[src/rtl/csr_file_pkg.sv]
package csr_file_pkg;
  localparam int unsigned NUM_RW = 4;

  typedef enum logic [1:0] {
    RW_TVEC    = 2'd0,
    RW_SCRATCH = 2'd1,
    RW_EPC     = 2'd2,
    RW_CAUSE   = 2'd3
  } rw_idx_e;

  localparam logic [11:0] A_ISA    = 12'h301;
  localparam logic [11:0] A_VENDOR = 12'hF11;
  localparam logic [11:0] A_ARCH   = 12'hF12;
  localparam logic [11:0] A_IMPL   = 12'hF13;
  localparam logic [11:0] A_HART   = 12'hF14;

  localparam logic [11:0] RW_ADDR [NUM_RW] = '{12'h305, 12'h340, 12'h341, 12'h342};

  // op_i[2] selects immediate form, op_i[1:0] picks write/set/clear
  localparam logic [1:0] F_WRITE = 2'b01;
  localparam logic [1:0] F_SET   = 2'b10;
  localparam logic [1:0] F_CLEAR = 2'b11;
endpackage

[src/rtl/csr_addr_dec.sv]
module csr_addr_dec
  import csr_file_pkg::*;
#(
  parameter int unsigned XLEN = 64
) (
  input  logic [11:0]       addr_i,
  output logic              hit_o,
  output logic              ro_o,
  output logic              rw_hit_o,
  output logic [NUM_RW-1:0] rw_sel_o,
  output logic [XLEN-1:0]   const_o
);
  localparam logic [1:0] MXL = (XLEN == 64) ? 2'd2 : 2'd1;
  localparam logic [XLEN-1:0] ISA_VAL = {MXL, {(XLEN-11){1'b0}}, 9'h100};

  logic const_hit;

  for (genvar i = 0; i < NUM_RW; i++) begin : g_sel
    assign rw_sel_o[i] = (addr_i == RW_ADDR[i]);
  end

  always_comb begin
    const_hit = 1'b1;
    const_o   = '0;
    unique case (addr_i)
      A_ISA:                            const_o = ISA_VAL;
      A_VENDOR, A_ARCH, A_IMPL, A_HART: const_o = '0;
      default:                          const_hit = 1'b0;
    endcase
  end

  assign rw_hit_o = |rw_sel_o;
  assign hit_o    = rw_hit_o | const_hit;
  assign ro_o     = (addr_i[11:10] == 2'b11);
endmodule

[src/rtl/csr_alu.sv]
module csr_alu
  import csr_file_pkg::*;
#(
  parameter int unsigned XLEN = 64
) (
  input  logic [2:0]      op_i,
  input  logic [XLEN-1:0] old_i,
  input  logic [XLEN-1:0] rs1_val_i,
  input  logic [4:0]      zimm_i,
  input  logic            rs1_zero_i,
  input  logic            rd_zero_i,
  output logic [XLEN-1:0] new_o,
  output logic            wr_o,
  output logic            rd_o,
  output logic            op_ok_o
);
  logic            imm;
  logic [XLEN-1:0] operand;
  logic            src_zero;

  assign imm      = op_i[2];
  assign operand  = imm ? XLEN'(zimm_i) : rs1_val_i;
  assign src_zero = imm ? (zimm_i == 5'd0) : rs1_zero_i;

  always_comb begin
    new_o   = old_i;
    wr_o    = 1'b0;
    rd_o    = 1'b0;
    op_ok_o = 1'b1;
    unique case (op_i[1:0])
      F_WRITE: begin
        new_o = operand;
        wr_o  = 1'b1;
        rd_o  = !rd_zero_i;
      end
      F_SET: begin
        new_o = old_i | operand;
        wr_o  = !src_zero;
        rd_o  = 1'b1;
      end
      F_CLEAR: begin
        new_o = old_i & ~operand;
        wr_o  = !src_zero;
        rd_o  = 1'b1;
      end
      default: op_ok_o = 1'b0;
    endcase
  end
endmodule

[src/rtl/csr_file.sv]
module csr_file
  import csr_file_pkg::*;
#(
  parameter int unsigned     XLEN     = 64,
  parameter logic [XLEN-1:0] TVEC_RST = XLEN'(64'h100)
) (
  input  logic            clk_i,
  input  logic            rst_ni,
  input  logic            req_i,
  input  logic [11:0]     addr_i,
  input  logic [2:0]      op_i,
  input  logic [XLEN-1:0] rs1_val_i,
  input  logic [4:0]      zimm_i,
  input  logic            rs1_zero_i,
  input  logic            rd_zero_i,
  input  logic            trap_we_i,
  input  logic [XLEN-1:0] trap_cause_i,
  input  logic [XLEN-1:0] trap_pc_i,
  output logic [XLEN-1:0] old_o,
  output logic            illegal_o,
  output logic [XLEN-1:0] tvec_o,
  output logic [XLEN-1:0] scratch_o,
  output logic [XLEN-1:0] epc_o,
  output logic [XLEN-1:0] cause_o
);
  logic              hit, ro, rw_hit;
  logic [NUM_RW-1:0] rw_sel;
  logic [XLEN-1:0]   const_val, rd_val, new_val;
  logic              wr, rd, op_ok, legal, wr_en;
  logic [XLEN-1:0]   regs_q [NUM_RW];

  csr_addr_dec #(.XLEN(XLEN)) u_dec (
    .addr_i   (addr_i),
    .hit_o    (hit),
    .ro_o     (ro),
    .rw_hit_o (rw_hit),
    .rw_sel_o (rw_sel),
    .const_o  (const_val)
  );

  always_comb begin
    rd_val = rw_hit ? '0 : const_val;
    for (int i = 0; i < NUM_RW; i++) begin
      if (rw_sel[i]) rd_val = rd_val | regs_q[i];
    end
  end

  csr_alu #(.XLEN(XLEN)) u_alu (
    .op_i       (op_i),
    .old_i      (rd_val),
    .rs1_val_i  (rs1_val_i),
    .zimm_i     (zimm_i),
    .rs1_zero_i (rs1_zero_i),
    .rd_zero_i  (rd_zero_i),
    .new_o      (new_val),
    .wr_o       (wr),
    .rd_o       (rd),
    .op_ok_o    (op_ok)
  );

  assign legal     = hit && op_ok && !(wr && ro);
  assign illegal_o = req_i && !legal;
  assign old_o     = (req_i && legal && rd) ? rd_val : '0;
  assign wr_en     = req_i && legal && wr && rw_hit;

  for (genvar i = 0; i < NUM_RW; i++) begin : g_reg
    localparam bit IS_EPC   = (i == int'(RW_EPC));
    localparam bit IS_CAUSE = (i == int'(RW_CAUSE));
    localparam logic [XLEN-1:0] WMASK = IS_EPC ? ~XLEN'(3) : '1;
    localparam logic [XLEN-1:0] RSTV  = (i == int'(RW_TVEC)) ? TVEC_RST : '0;

    always_ff @(posedge clk_i or negedge rst_ni) begin
      if (!rst_ni)                      regs_q[i] <= RSTV;
      else if (trap_we_i && IS_EPC)     regs_q[i] <= trap_pc_i & WMASK;
      else if (trap_we_i && IS_CAUSE)   regs_q[i] <= trap_cause_i;
      else if (wr_en && rw_sel[i])      regs_q[i] <= new_val & WMASK;
    end
  end

  assign tvec_o    = regs_q[RW_TVEC];
  assign scratch_o = regs_q[RW_SCRATCH];
  assign epc_o     = regs_q[RW_EPC];
  assign cause_o   = regs_q[RW_CAUSE];
endmodule

[config.mk]
export PLATFORM = sky130hd
export DESIGN_NAME = csr_file
export DESIGN_NICKNAME = d
export VERILOG_FILES = /design/src/rtl/csr_file_pkg.sv /design/src/rtl/csr_addr_dec.sv /design/src/rtl/csr_alu.sv /design/src/rtl/csr_file.sv
export SDC_FILE = /design/constraint.sdc
export NUM_CORES = 1
export LEC_CHECK = 0
export ABC_AREA = 1
export BUFFER_PORTS_ARGS = -buffer_cell sky130_fd_sc_hd__buf_2
export CAP_MARGIN = 20
export CORE_AREA = 2 2 212 214
export DETAILED_ROUTE_END_ITERATION = 8
export DIE_AREA = 0 0 214 216
export SYNTH_ARGS = -nofsm -noshare
export SYNTH_HDL_FRONTEND = slang
export SYNTH_SLANG_ARGS = --single-unit
[constraint.sdc]
create_clock -name clk_i -period 2.9 [get_ports clk_i]
set_clock_uncertainty 0.2 [all_clocks]
set_input_delay 0.58 -clock clk_i [delete_from_list [all_inputs] [get_ports clk_i]]
set_output_delay 0.58 -clock clk_i [all_outputs]
set_load 0.005 [all_outputs]
==> results.sh <==
export IMPL_cp_startpoint="addr_i[3]"
export IMPL_cpPeakStageDelay_ns=0.20
export IMPL_area_growth_pct=42.9
export IMPL_cp_data_arrival_time_ns=2.18
export IMPL_finalSetupViolCount=41
export IMPL_dpl_instance_area_um2=20400
export IMPL_cp_depth=13
export IMPL_endpoint="old_o[52]"
export IMPL_yosysWarnings=0
export IMPL_dieArea_um2=46200
export IMPL_drv_slew=0
export IMPL_grt_max_degree=127
export IMPL_cp_start_kind="input pin"
export IMPL_r2r_cells=10
export IMPL_status="finished, violations left"
export IMPL_clkTransAtPathRegs_ns=0.05
export IMPL_synth_seq_cells=254
export IMPL_fin_cells=3764
export IMPL_pre_cts_ws_ns=-0.159
export IMPL_netlist_instances=2494
export IMPL_die_h_um=216
export IMPL_utilization_pct=50.8
export IMPL_syn_area_per_cell_um2=6.25
export IMPL_max_freq_ghz=0.338
export IMPL_cap_violations=0
export IMPL_leakage_nw=13.5
export IMPL_drive_above_1_share_pct=28.9
export IMPL_syn_area_um2=15600
export IMPL_cp_num_buf_inv=5
export IMPL_rr_endpoint="epc_o[41]"
export IMPL_cts_tree="built"
export IMPL_drc=0
export IMPL_place_gp_congestion=0.955
export IMPL_dp_hpwl_um=49100
export IMPL_first_pass_iters=6
export IMPL_grt_pass1_vias=18200
export IMPL_powerDensity_nw_per_um2=435
export IMPL_cts_sinks=254
export IMPL_ir_worst_vdd_uv=331
export IMPL_ant_nets=0
export IMPL_cpMaxStageDelayCell="o21ai_2"
export IMPL_cts_buffers=34
export IMPL_via_per_inst=5.13
export IMPL_port_buffers=534
export IMPL_layout_nets=3359
export IMPL_stdcell_area_um2=22300
export IMPL_coreArea_um2=43800
export IMPL_yosysUniqueCellTypes=27
export IMPL_clkLatencyLatePin_ns=0.54
export IMPL_crit_required_ns=2.12
export IMPL_ys_seq_area_share_pct=40.8
export IMPL_crit_path_end_kind="output pin"
export IMPL_path_class="in2out"
export IMPL_setup_ws_ns=-0.0562
export IMPL_initialDrtViolationCount=1740
export IMPL_r2r_slack_ns=1.09
export IMPL_die_w_um=214
export IMPL_vias=19300
export IMPL_period_needed_ns=2.96
export IMPL_grt_use_total_pct=30.0
export IMPL_crit_fanout=8
export IMPL_r2r_start="cause_o[41]"
export IMPL_grt_pass1_wl_um=108000
export IMPL_top_level_ports=539
export IMPL_violations="setup timing"
export IMPL_wl_um=72900
export IMPL_grt_antenna_before_repair=11
export IMPL_cts_path_max_buffers=3
export IMPL_routedWlPerCell_um=19.4
export IMPL_rows=77
export IMPL_slew_headroom_pct=32.2
export IMPL_root_buffer="clkbuf_16"
export IMPL_worstMarginPinSlew_ns=1.02
export IMPL_dp_cells=3671
export IMPL_timing_hold_violations_final=0
export IMPL_path_cells="buf_2 > inv_1 > nand2_1 > nand2_1 > o21ai_0 > o21ai_2 > nor2_4 > nor2_4 > nand3_4 > buf_6 > clkbuf_16 > nor2_1 > buf_2"
export IMPL_grt_overflow_total=0
export IMPL_htree_levels=2
export IMPL_hp_class="in2reg"
export IMPL_rsz0062_at_grt="yes"
export IMPL_path_delay_family="buffers and inverters"
export IMPL_hold_ws_ns=0.137
export IMPL_start_util_pct=35.6
export IMPL_fin_crit_sh_pct=102
routing by layer:
layer	wire (µm)	up-vias	GRT usage (%)	part of all wire (%)
met1	29500	8998	39.1	40
li1	-	9033	-	-
met5	0	-	0	0
met4	2530	0	10.7	3.5
met3	6540	170	5.34	9.0
met2	34400	1107	49.8	47
cell usage after synthesis:
| cell type | instances | area share [%] |
|---|---|---|
| a21oi_1 | 4 | 0.13 |
| a31oi_1 | 1 | 0.040 |
| and2b_1 | 1 | 0.048 |
| buf_1 | 12 | 0.29 |
| buf_2 | 50 | 1.6 |
| buf_4 | 14 | 0.67 |
| buf_6 | 8 | 0.58 |
| clkbuf_1 | 80 | 1.9 |
| conb_1 | 1 | 0.024 |
| dfrtp_1 | 253 | 41 |
| dfstp_2 | 1 | 0.17 |
| inv_1 | 79 | 1.9 |
| inv_2 | 3 | 0.072 |
| nand2_1 | 1247 | 30 |
| nand2_2 | 8 | 0.32 |
| nand3_1 | 327 | 10 |
| nand3b_1 | 1 | 0.048 |
| nand4_1 | 3 | 0.12 |
| nand4_4 | 1 | 0.14 |
| nor2_1 | 316 | 7.6 |
| nor2_2 | 3 | 0.12 |
| nor2_4 | 8 | 0.58 |
| nor2_8 | 1 | 0.13 |
| o211ai_1 | 1 | 0.048 |
| o21ai_0 | 11 | 0.35 |
| o21ai_1 | 59 | 1.9 |
| xor2_1 | 1 | 0.056 |
stage by stage:
stage / total power, mW / TNS (ns)
after global routing: 10.1 / -4.96
after floorplan: 4.49 / 0
after CTS: 9.74 / 0
after detailed placement: 5.29 / -4.87
final: 9.70 / -1.11
after global placement: 5.26 / -3.29
state kept, by name, indices dropped and copies added (netlist names):
name / count
epc_o: 62
cause_o: 64
scratch_o: 64
tvec_o: 64
cell type report:
type,instances,area (µm²)
Timing Repair Buffer,774,5240
Fill cell,4438,21600
Antenna cell,9,22.5
Tap cell,592,741
Clock buffer,44,992
Sequential cell,254,6360
Inverter,82,313
Multi-Input combinational cell,1995,8430
Clock inverter,14,179
power breakdown:
group          leakage, nW  switching, mW  total, mW  internal (mW)
clock                0.577           1.67       4.43           2.76
sequential            3.40          0.159       3.88           3.72
combinational         9.48          0.839       1.39          0.547
repair_timing:
item | CTS | global route
pin swaps | 6 | 23
endpoints found under the setup margin | 64 | 64
setup buffers | 9 | 11
gates cloned | 1 | 6
hold buffers | 1 | 0
gates resized for setup | 24 | 83
hold endpoints to repair | 62 | 0
how the worst min path moves through the flow:
stage	start	endpoint	slack (ns)	cells past startpoint
2_1_floorplan	rst_ni	cause_o[0]	0.08	0
3_3_place_gp	tvec_o[8]	tvec_o[8]	0.26	2
3_5_place_dp	tvec_o[8]	tvec_o[8]	0.27	2
4_1_cts	trap_cause_i[6]	cause_o[6]	0.11	5
5_1_grt	trap_cause_i[31]	cause_o[31]	0.15	5
6_report	trap_pc_i[54]	epc_o[54]	0.14	5
layout by cell type, fill, tap and decap left out, types with 11 or more instances in the layout:
cell and count:
nand2_1 1237, buf_2 526, nand3_1 325, nor2_1 279, dfrtp_1 253, buf_4 183
inv_1 71, o21ai_1 57, buf_12 45, clkbuf_16 43, nor2_2 25, nor2_4 23
o21ai_0 11
cell families after synthesis:
group / count (synthesis) / share of synthesized area [%]
flip-flops: 254 / 40.8
buffers and inverters: 246 / 7.05
AND/OR/NAND/NOR: 1916 / 49.6
XOR/XNOR: 1 / 0.0562
AO/OA/AOI/OAI: 76 / 2.46
other: 1 / 0.0241
tightest hold or removal path: stages:
cell     delay (ns)
buf_2          0.07
nand2_1        0.04
nand2_1        0.05
nand2_1        0.05
nand2_1        0.04
No activity file was read; power rests on OpenSTA's default activity.
